## config.mk

```make
export PLATFORM = sky130hd
export DESIGN_NAME = csec_timer
export DESIGN_NICKNAME = d
export VERILOG_FILES = /design/src/rtl/csec_pkg.sv /design/src/rtl/csec_digit.sv /design/src/rtl/csec_regs.sv /design/src/rtl/csec_timer.sv
export SDC_FILE = /design/constraint.sdc
export NUM_CORES = 1
export LEC_CHECK = 0
export CAP_MARGIN = 0
export CORE_ASPECT_RATIO = 0.7
export CORE_MARGIN = 2
export CORE_UTILIZATION = 37
export DETAILED_ROUTE_END_ITERATION = 8
export DONT_BUFFER_PORTS = 1
export SLEW_MARGIN = 10
export SYNTH_ARGS = -nofsm -noshare
export SYNTH_HDL_FRONTEND = slang
export SYNTH_SLANG_ARGS = --single-unit
```

## constraint.sdc

```tcl
create_clock -name clk -period 1.53 [get_ports clk]
set_input_delay 0.2295 -clock clk [delete_from_list [all_inputs] [get_ports clk]]
set_output_delay 0.2295 -clock clk [all_outputs]
set_load 0.05 [all_outputs]
```

## src/rtl/csec_pkg.sv

```systemverilog
package csec_pkg;
  // Register offsets; the read order tenths-then-hundredths depends on these
  localparam int OFF_HUND = 0;
  localparam int OFF_TENS = 1;
  localparam int OFF_CTRL = 2;
  localparam int NUM_DIGITS = 2;
  localparam int IDX_HUND = 0;
  localparam int IDX_TENS = 1;
endpackage

```

## src/rtl/csec_digit.sv

```systemverilog
module csec_digit #(
  parameter int W     = 4,
  parameter int RADIX = 10
) (
  input  logic         clk,
  input  logic         rst,
  input  logic         clr_i,
  input  logic         inc_i,
  output logic [W-1:0] q_o,
  output logic         last_o
);
  localparam logic [W-1:0] LAST = W'(RADIX - 1);

  logic [W-1:0] q;

  always_ff @(posedge clk) begin
    if (rst || clr_i)   q <= '0;
    else if (inc_i)     q <= (q == LAST) ? '0 : q + 1'b1;
  end

  assign q_o    = q;
  assign last_o = (q == LAST);

  p_digit_range_r3: assert property (@(posedge clk) disable iff (rst)
    q <= LAST);
  p_clear_zero_r8: assert property (@(posedge clk) disable iff (rst)
    clr_i |=> q == '0);
  p_hold_r5: assert property (@(posedge clk) disable iff (rst)
    (!clr_i && !inc_i) |=> $stable(q));
  p_step_r3: assert property (@(posedge clk) disable iff (rst)
    (inc_i && !clr_i && q != LAST) |=> q == $past(q) + 1'b1);
endmodule

```

## src/rtl/csec_regs.sv

```systemverilog
module csec_regs
  import csec_pkg::*;
#(
  parameter int ADDR_W = 2,
  parameter int DATA_W = 4
) (
  input  logic              clk,
  input  logic              rst,
  input  logic              rd_en_i,
  input  logic              wr_en_i,
  input  logic [ADDR_W-1:0] addr_i,
  input  logic [DATA_W-1:0] wdata_i,
  input  logic [DATA_W-1:0] hund_i,
  input  logic [DATA_W-1:0] tens_i,
  output logic              run_o,
  output logic              clear_o,
  output logic [DATA_W-1:0] rdata_o
);
  localparam logic [ADDR_W-1:0] A_HUND = ADDR_W'(OFF_HUND);
  localparam logic [ADDR_W-1:0] A_TENS = ADDR_W'(OFF_TENS);
  localparam logic [ADDR_W-1:0] A_CTRL = ADDR_W'(OFF_CTRL);

  logic              run_q;
  logic [DATA_W-1:0] snap_q;
  logic [DATA_W-1:0] rdata_q;
  logic              unused_wdata;

  assign unused_wdata = ^wdata_i[DATA_W-1:1];

  // Clear on any write to either digit register; data ignored
  assign clear_o = wr_en_i && (addr_i == A_HUND || addr_i == A_TENS);

  always_ff @(posedge clk) begin
    if (rst)                              run_q <= 1'b0;
    else if (wr_en_i && addr_i == A_CTRL) run_q <= wdata_i[0];
  end

  always_ff @(posedge clk) begin
    if (rst)                              snap_q <= '0;
    else if (rd_en_i && addr_i == A_TENS) snap_q <= hund_i;
  end

  always_ff @(posedge clk) begin
    if (rst) rdata_q <= '0;
    else if (rd_en_i) begin
      case (addr_i)
        A_HUND:  rdata_q <= snap_q;
        A_TENS:  rdata_q <= tens_i;
        A_CTRL:  rdata_q <= {{(DATA_W-1){1'b0}}, run_q};
        default: rdata_q <= '0;
      endcase
    end
  end

  assign run_o   = run_q;
  assign rdata_o = rdata_q;

  p_ctrl_upper_r2: assert property (@(posedge clk) disable iff (rst)
    (rd_en_i && addr_i == A_CTRL) |=> rdata_o[DATA_W-1:1] == '0);
  p_rdata_hold_r10: assert property (@(posedge clk) disable iff (rst)
    !rd_en_i |=> $stable(rdata_o));
endmodule

```

## src/rtl/csec_timer.sv

```systemverilog
module csec_timer
  import csec_pkg::*;
#(
  parameter int ADDR_W = 2,
  parameter int DATA_W = 4,
  parameter int RADIX  = 10
) (
  input  logic              clk,
  input  logic              rst,
  input  logic              tick_i,
  input  logic              rd_en_i,
  input  logic              wr_en_i,
  input  logic [ADDR_W-1:0] addr_i,
  input  logic [DATA_W-1:0] wdata_i,
  output logic [DATA_W-1:0] rdata_o,
  output logic              carry_o
);
  logic              run, clear;
  logic [DATA_W-1:0] dig [NUM_DIGITS];
  logic              last [NUM_DIGITS];
  logic              inc  [NUM_DIGITS+1];
  logic              carry_q;

  assign inc[0] = run && tick_i;

  for (genvar g = 0; g < NUM_DIGITS; g++) begin : g_digit
    csec_digit #(.W(DATA_W), .RADIX(RADIX)) digit_i (
      .clk   (clk),
      .rst   (rst),
      .clr_i (clear),
      .inc_i (inc[g]),
      .q_o   (dig[g]),
      .last_o(last[g])
    );
    assign inc[g+1] = inc[g] && last[g];
  end

  csec_regs #(.ADDR_W(ADDR_W), .DATA_W(DATA_W)) regs_i (
    .clk    (clk),
    .rst    (rst),
    .rd_en_i(rd_en_i),
    .wr_en_i(wr_en_i),
    .addr_i (addr_i),
    .wdata_i(wdata_i),
    .hund_i (dig[IDX_HUND]),
    .tens_i (dig[IDX_TENS]),
    .run_o  (run),
    .clear_o(clear),
    .rdata_o(rdata_o)
  );

  always_ff @(posedge clk) begin
    if (rst) carry_q <= 1'b0;
    else     carry_q <= inc[NUM_DIGITS] && !clear;
  end

  assign carry_o = carry_q;

  p_carry_zero_r4: assert property (@(posedge clk) disable iff (rst)
    carry_o |-> (dig[IDX_HUND] == '0 && dig[IDX_TENS] == '0));
  p_carry_single_r4: assert property (@(posedge clk) disable iff (rst)
    carry_o |=> !carry_o);
  p_stopped_hold_r5: assert property (@(posedge clk) disable iff (rst)
    (!run && !clear) |=> ($stable(dig[IDX_HUND]) && $stable(dig[IDX_TENS])));
  p_clear_wins_r9: assert property (@(posedge clk) disable iff (rst)
    (clear && tick_i) |=> (dig[IDX_HUND] == '0 && dig[IDX_TENS] == '0));
endmodule

```

==> metrics.md, run 1 <==
| Metric | Value |
|---|---|
| Status | `completed` |
| Gate power share | `under 10%` |
| Routability cong. | `0.726` |
| Leak pwr | `between 0.3 and 0.4 nW` |
| Largest net degree at the start of global routing | `11` |
| Slew margin rel. | `about 69%` |
| Switching power | `~0.00017 W` |
| CTS tree | `built` |
| Tightest Pin Transition | `between 0.4 and 0.5 ns` |
| Post-synthesis sequential area ratio | `between 40% and 50%` |
| Req. time, crit path | `1.76 ns` |
| Reg power frac | `between 50% and 60%` |
| Number of global-route vias before repair | `a little over 600` |
| Starting Density | `between 30 and 40%` |
| Syn_nets | `104` |
| Die footprint | `between 2000 and 3000 sq um` |
| Setup_tns | `0 ns` |
| GRT Util Overall | `roughly 15%` |
| Pint | `about 0.00063 W` |
| WL per Instance | `roughly 13 um` |
| Overall Power | `between 0.0008 and 0.0009 W` |
| Worst Setup SP | `g_digit[1].digit_i.q_o[0]$_SDFFE_PP0P_` |
| # DRC | `0` |
| Chip width | `approximately 62 um` |
| Power Density | `808 nW/um^2` |
| Switching share of total power | `roughly a fifth` |
| Buffer count from post-CTS setup fixing | `0` |
| Nets | `around 110` |
| Fin. max-slew vios | `0` |
| Clk_lat worst skew | `approximately 0.3 ns` |
| Antenna violations before repair | `0` |
| Post-synth cell types | `29` |
| DRT iter0 DRCs | `between 40 and 50` |
| Row Count | `14` |
| Critical Path Fanout Max | `5` |
| Peak VDD IR | `0.000363 V` |
| Via count | `a little under 700` |
| Routed Antenna Nets | `0` |
| Startpoint type of the worst setup path | `register` |
| Clock Sinks | `18` |
| CTS Buf Count | `3` |
| Max Cap Viol | `0` |
| Final Hold Vio Count | `0` |
| R2R Path Start | `g_digit[1].digit_i.q_o[0]$_SDFFE_PP0P_` |
| Min-delay worst type | `input pin to register` |
| Clock share of power | `36.4%` |
| CTS H-tree lvls | `1` |
| Max Clk Rate | `739 MHz` |
| Final wirelength | `between 1.5 and 2 mm` |
| Worst-path clk slew | `0.10 ns` |
| Register area | `approximately 360 sq um` |
| Reg2Reg Capture Point | `g_digit[1].digit_i.q_o[3]$_SDFFE_PP0P_` |
| First-pass GRT wire length | `~2.8 mm` |
| Post-Syn Instances | `just over 90` |
| Overflow after GRT | `0` |
| Clock Tree Buf Depth | `2` |
| Die outline height | `between 40 and 50 um` |
| RSZ-0062 raised after global routing | `no` |
| Setup-failing EPs final | `0` |
| Syn. warnings | `0` |
| Worst EP arrival | `1.58 ns` |
| Area taken by multi-input logic gates | `roughly 480 sq um` |
| CTS root buf | `clkbuf_4` |
| Mapped Area | `between 800 and 900 sq um` |
| Top Ports | `16` |
| Yosys reg bits | `18` |
| Dpl hpwl | `1.31 mm` |
| Antenna cells | `0` |
| WS Path Type | `register to register` |
| P&R area growth vs syn | `15.3%` |
| Critical Path End Type | `register` |
| Fin crit period | `about 1.4 ns` |
| R2R Setup Slk | `around 0.18 ns` |
| Length in cells of the worst reg-to-reg path | `3` |
| Via density | `5.07` |
| # fillers | `between 200 and 250` |
| Share of layout cells above drive strength 1 | `19.6%` |
| Final Cycle Share | `about 90%` |
| TritonRoute pass-1 iters | `4` |
| Avg Cell Area, Syn | `just over 9 sq um` |
| Clock skew | `approximately 0.0056 ns` |
| Hold Crit Start | `rd_en_i` |
| Crit path to | `g_digit[1].digit_i.q_o[3]$_SDFFE_PP0P_` |
| Core area | `about 2200 sq um` |
| PortBufs | `0` |
[final cells by class]
class	count	area share, %
flip-flops and latches	18	36.3
well taps	32	4.04
repair buffers	9	7.06
clock buffers	4	3.66
inverters	2	0.757
multi-input cells	69	48.2
[worst max-delay path, cell delays in order, from the launching register on]
cell	delay, ns
dfxtp_1	0.47
nand4bb_4	0.16
or4_1	0.48
a31oi_1	0.17
[Yosys cell counts]
library cell  instances  area (sq um)
nor4_1                1          6.26
nor2b_1               5          31.3
mux2_1                1          11.3
nand2b_1              2          12.5
or4_1                 3          22.5
mux2i_1               5          50.1
inv_2                 2          7.51
nor2_1               11          41.3
a21oi_1               7          35.0
nand4_1               2          12.5
a311oi_1              1          8.76
and3_2                1          7.51
nor4bb_1              1          10.0
o31ai_1               2          15.0
or3_1                 1          6.26
nand2_1               6          22.5
a31oi_1               2          12.5
nand4bb_4             1          27.5
xor2_1                2          17.5
a21o_1                1          7.51
nand4b_1              1          8.76
o21ai_0               3          15.0
clkbuf_1              4          15.0
dfxtp_1              18           360
nand3_4               1          17.5
nand3b_1              4          30.0
mux2_2                3          33.8
o21a_1                1          7.51
and2b_1               1          7.51
[worst min-delay path by stage]
stage / to / cells after the start
3_3_place_gp: regs_i.snap_q[0]$_SDFFE_PP0P_ / 1
3_5_place_dp: regs_i.run_o$_SDFFE_PP0P_ / 1
5_1_grt: regs_i.rdata_o[0]$_SDFFE_PP0P_ / 1
4_1_cts: regs_i.rdata_o[0]$_SDFFE_PP0P_ / 1
6_report: regs_i.rdata_o[0]$_SDFFE_PP0P_ / 1
2_1_floorplan: regs_i.rdata_o[0]$_SDFFE_PP0P_ / 1
[registers in the layout (all words and copies together), names as in the netlist]
name / count
regs_i.rdata_o: 4
regs_i.run_o: 1
regs_i.snap_q: 4
g_digit.digit_i.q_o: 8
carry_o: 1
[repair_timing]
item | CTS | global route
endpoints found under the setup margin | 0 | 0
gates resized for setup | 0 | 0
hold buffers | 1 | 0
hold endpoints to repair | 9 | 0
[power groups by stage]
stage,registers [W],clock network (W),logic (W)
final,0.000472,0.000292,0.0000370
after floorplan,0.000489,0,0.0000242
after detailed placement,0.000483,0,0.0000320
after CTS,0.000473,0.000309,0.0000374
after global routing,0.000473,0.000331,0.0000405
after global placement,0.000483,0,0.0000314
[cell families (layout without fill, tap and decap cells)]
family | count (synthesis) | in the layout | synth area share (%)
simple gates | 41 | 41 | 30.7
flops | 18 | 18 | 41.9
compound gates | 17 | 17 | 11.8
mux | 9 | 9 | 11.0
buf+inv | 6 | 15 | 2.62
xor+xnor | 2 | 2 | 2.04
[per-layer routing]
| layer | vias up | GRT usage, % | part of all wire [%] | wire length (um) |
|---|---|---|---|---|
| met4 | 0 | 3.83 | 0.66 | 11 |
| met5 | - | 0 | 0 | 0 |
| met2 | 9 | 20.0 | 43 | 724 |
| met3 | 2 | 7.31 | 4.7 | 79 |
| met1 | 318 | 20.5 | 51 | 863 |
| li1 | 350 | - | - | - |
[cells in the final DEF (no fill, tap or decap), drive strengths merged, types with 2 or more instances in the layout]
cell | synthesis | routed
a31oi | 2 | 2
xor2 | 2 | 2
nor2b | 5 | 5
dfxtp | 18 | 18
buf | 0 | 8
mux2 | 4 | 4
nor2 | 11 | 11
a21oi | 7 | 7
mux2i | 5 | 5
nand4 | 2 | 2
o31ai | 2 | 2
nand3b | 4 | 4
or4 | 3 | 3
clkbuf | 4 | 4
inv | 2 | 2
o21ai | 3 | 3
nand2 | 6 | 6
nand2b | 2 | 2
[per-stage QoR]
stage               hold WS, ns  cell area [sq um]  setup slack, ns  utilization (%)  instances
floorplan                 0.338                861            0.263                -         93
global placement          0.304                946            0.244             43.5        129
detailed placement        0.305                946            0.203             43.5        129
CTS                      0.0235                992            0.173             45.7        134
global route             0.0245                992           0.0979             45.7        134
finish                   0.0371                992            0.176             45.7        134
No activity file was read; power rests on OpenSTA's default activity.
==> run 2: changes to the inputs <==
--- a/config.mk
+++ b/config.mk
@@ -5,6 +5,7 @@
 export SDC_FILE = /design/constraint.sdc
 export NUM_CORES = 1
 export LEC_CHECK = 0
+export ABC_AREA = 1
 export CAP_MARGIN = 0
 export CORE_ASPECT_RATIO = 0.7
 export CORE_MARGIN = 2
==> metrics.md, run 2 <==
| Metric | Value |
|---|---|
| Die footprint | `2730 sq um (-0.27%)` |
| Core area | `2170 sq um (unchanged)` |
| Placed Area | `910 sq um (-3.8%)` |
| WS Path Type | `register to primary output` |
| Leading cell types in the layout, fill and taps excluded | `nand2_1, dfxtp_1, nor2_1` |
| Worst EP arrival | `0.93 ns (-0.65 ns)` |
| Clock Sinks | `18 (unchanged)` |
| Slew margin rel. | `66.4% (-2.3 points)` |
| Largest area contributor in the netlist | `dfxtp_1` |
| First-pass GRT wire length | `2.82 mm (+0.75%)` |
| Routed Antenna Nets | `0 (unchanged)` |
| Prevailing post-synth register cell | `dfxtp_1` |
| Share of layout cells above drive strength 1 | `18.8% (-0.86 points)` |
| Req. time, crit path | `1.30 ns (-0.46 ns)` |
| Post-synthesis sequential area ratio | `42.0% (+0.12 points)` |
| Setup-failing EPs final | `0 (unchanged)` |
| Design area | `942 sq um (-5.0%)` |
| Yosys reg bits | `18 (unchanged)` |
| Top-count cell post-synth | `nand2_1` |
| Resized cells post-CTS | `0 (unchanged)` |
| Hold WS | `0.117 ns (+0.0802 ns)` |
| Antenna cells | `0 (unchanged)` |
| Commonest cells post-synth | `nand2_1, dfxtp_1, nor2_1, inv_1, nand3_1` |
| Hold endpoint | `regs_i.rdata_o[2]$_SDFFE_PP0P_` |
| Min-delay worst type | `input pin to register` |
| Clk_lat worst skew | `0.28 ns (-0.02 ns)` |
| Mapped Area | `858 sq um (-0.29%)` |
| Power Density | `814 nW/um^2 (+0.73%)` |
| Routability cong. | `0.751 (+3.5%)` |
| Die outline height | `44.3 um (-0.14%)` |
| Leak pwr | `0.367 nW (-0.22%)` |
| Setup_tns | `0 ns (unchanged)` |
| Dpl hpwl | `1.25 mm (-4.3%)` |
| Top cells by area, synth | `dfxtp_1, nand2_1, nor2_1, nand3_1, inv_1` |
| Post-synth EDFFs | `0 (unchanged)` |
| Max FFs per register | `8 (unchanged)` |
| R2R Path Start | `regs_i.run_o$_SDFFE_PP0P_` |
| Top Ports | `16 (unchanged)` |
| Length in cells of the worst reg-to-reg path | `5 (+2)` |
| Avg Cell Area, Syn | `7.04 sq um (-24%)` |
| # fillers | `230 (-2.5%)` |
| Setup slack after layout | `0.367 ns (+0.191 ns)` |
| Fin. max-slew vios | `0 (unchanged)` |
| Chip width | `61.6 um (-0.14%)` |
| CTS root buf | `clkbuf_4` |
| Antenna violations before repair | `0 (unchanged)` |
| PortBufs | `0 (unchanged)` |
| WL per Instance | `10.1 um (-19%)` |
| # DRC | `0 (unchanged)` |
| Post-Syn Instances | `122 (+31%)` |
| Hold Crit Start | `rd_en_i` |
| Hold Path Stages | `2 (+1)` |
| Post-synth cell types | `18 (-38%)` |
| Final Cycle Share | `76.0% (-12 points)` |
| Peak VDD IR | `0.000428 V (+18%)` |
| R2R Setup Slk | `0.46 ns (+0.28 ns)` |
| GRT Util Overall | `14.3% (-0.31 points)` |
| TritonRoute pass-1 iters | `5 (+1)` |
| Via count | `728 (+7.2%)` |
| Starting Density | `39.5% (-0.12 points)` |
| Number of global-route vias before repair | `662 (+7.5%)` |
| Clock Tree Buf Depth | `2 (unchanged)` |
| Fin crit period | `1.16 ns (-0.191 ns)` |
| Final Hold Vio Count | `0 (unchanged)` |
| Syn_nets | `133 (+28%)` |
| DRT iter0 DRCs | `67 (+37%)` |
| Dpl ws | `0.456 ns (+0.253 ns)` |
| Nets | `141 (+24%)` |
| Status | `completed` |
| Startpoint type of the worst setup path | `register` |
| P&R area growth vs syn | `9.77%` |
| Via density | `4.55 (-10%)` |
| CTS Buf Count | `3 (unchanged)` |
| Max Cap Viol | `0 (unchanged)` |
| Clock skew | `0.00102 ns (-0.00457 ns)` |
| Share of the synthesized area in the top cell type | `42.0% (+0.12 points)` |
| Final wirelength | `1.62 mm (-3.4%)` |
| Tightest Pin Transition | `0.504 ns (+0.0343 ns)` |
| Largest net degree at the start of global routing | `12 (+1)` |
| CTS tree | `built` |
| Overflow after GRT | `0 (unchanged)` |
| Critical Path End Type | `primary output` |
| RSZ-0062 raised after global routing | `no` |
| Most common cell after layout, fill and taps aside | `nand2_1` |
| Syn. warnings | `0 (unchanged)` |
| Max Clk Rate | `860 MHz (+16%)` |
| Asr flop ratio synth | `0% (unchanged)` |
| Row Count | `14 (unchanged)` |
| Worst-path clk slew | `0.09 ns (about the same)` |
| Critical Path Fanout Max | `2 (-3)` |
| Reg2Reg Capture Point | `g_digit[1].digit_i.q_o[0]$_SDFFE_PP0P_` |
| CTS H-tree lvls | `1 (unchanged)` |
-- run 2: cell types whose count changed in the layout (fill, tap and decap cells not counted), moves of 3 or more --
cell,previous run,this run
nor2_1,11,16
nand2_2,0,6
buf_4,8,3
nor2b_1,5,0
o21ai_1,0,5
nand3_1,0,9
nand2_1,6,30
mux2_2,3,0
mux2i_1,5,0
or4_1,3,0
inv_1,0,12
nand3b_1,4,0
-- run 2: worst reg2reg max path, cell delays in order (launching register included) --
cell and delay (ns):
dfxtp_1 0.38, nand2_2 0.10, nor2_1 0.18, nand2_2 0.13
nand2_1 0.12, a21oi_1 0.07
-- run 2: final cells by class --
cell class | instances | area (sq um) | area share (%)
inverters | 16 | 60.1 | 6.37
clock buffers | 3 | 22.5 | 2.39
well taps | 32 | 40.0 | 4.25
multi-input cells | 87 | 427 | 45.3
flip-flops and latches | 18 | 360 | 38.2
repair buffers | 4 | 32.5 | 3.45
-- run 2: through the flow --
stage / std cells / util, % / total power, W
3_5_place_dp: 156 / 41.9 / 0.000548
3_3_place_gp: 156 / 41.9 / 0.000548
5_1_grt: 160 / 43.4 / 0.000807
4_1_cts: 160 / 43.4 / 0.000783
6_report: 160 / 43.4 / 0.000767
2_1_floorplan: 122 / - / 0.000540
-- run 2: cell families after synthesis --
| logic type | synth area share, % |
|---|---|
| DFF | 42.0 |
| AOI/OAI and AO/OA | 14.3 |
| buffers and inverters | 8.31 |
| and+or+nand+nor | 35.4 |
-- run 2: power by group --
part / total, W / internal [W] / switching (W)
logic: 0.0000516 / 0.0000175 / 0.0000341
registers: 0.000488 / 0.000477 / 0.0000108
clock network: 0.000227 / 0.0000915 / 0.000135
-- run 2: how the worst max path moves through the flow --
stage / from / end / slack (ns) / cells after the start
2_1_floorplan: regs_i.rdata_o[1]$_SDFFE_PP0P_ / regs_i.rdata_o[1]$_SDFFE_PP0P_ / 0.60 / 2
6_report: regs_i.rdata_o[0]$_SDFFE_PP0P_ / rdata_o[0] / 0.37 / 0
5_1_grt: regs_i.run_o$_SDFFE_PP0P_ / g_digit[0].digit_i.q_o[3]$_SDFFE_PP0N_ / 0.32 / 7
3_5_place_dp: regs_i.run_o$_SDFFE_PP0P_ / g_digit[1].digit_i.q_o[0]$_SDFFE_PP0P_ / 0.46 / 5
3_3_place_gp: regs_i.run_o$_SDFFE_PP0P_ / g_digit[1].digit_i.q_o[0]$_SDFFE_PP0P_ / 0.50 / 5
4_1_cts: regs_i.rdata_o[0]$_SDFFE_PP0P_ / rdata_o[0] / 0.35 / 0
-- run 2: what timing repair did --
item | 4_1_cts | 5_1_grt
buffers inserted | 0 | 0
hold buffers | 1 | 0
endpoints found under the hold margin | 3 | 0
-- run 2: routing by layer --
metal / GRT usage [%] / wire length, um / up-vias
li1: - / - / 399
met1: 19.2 / 843 / 315
met2: 21.3 / 678 / 14
met3: 7.02 / 99 / 0
met4: 2.55 / 0 / 0
met5: 0 / 0 / -
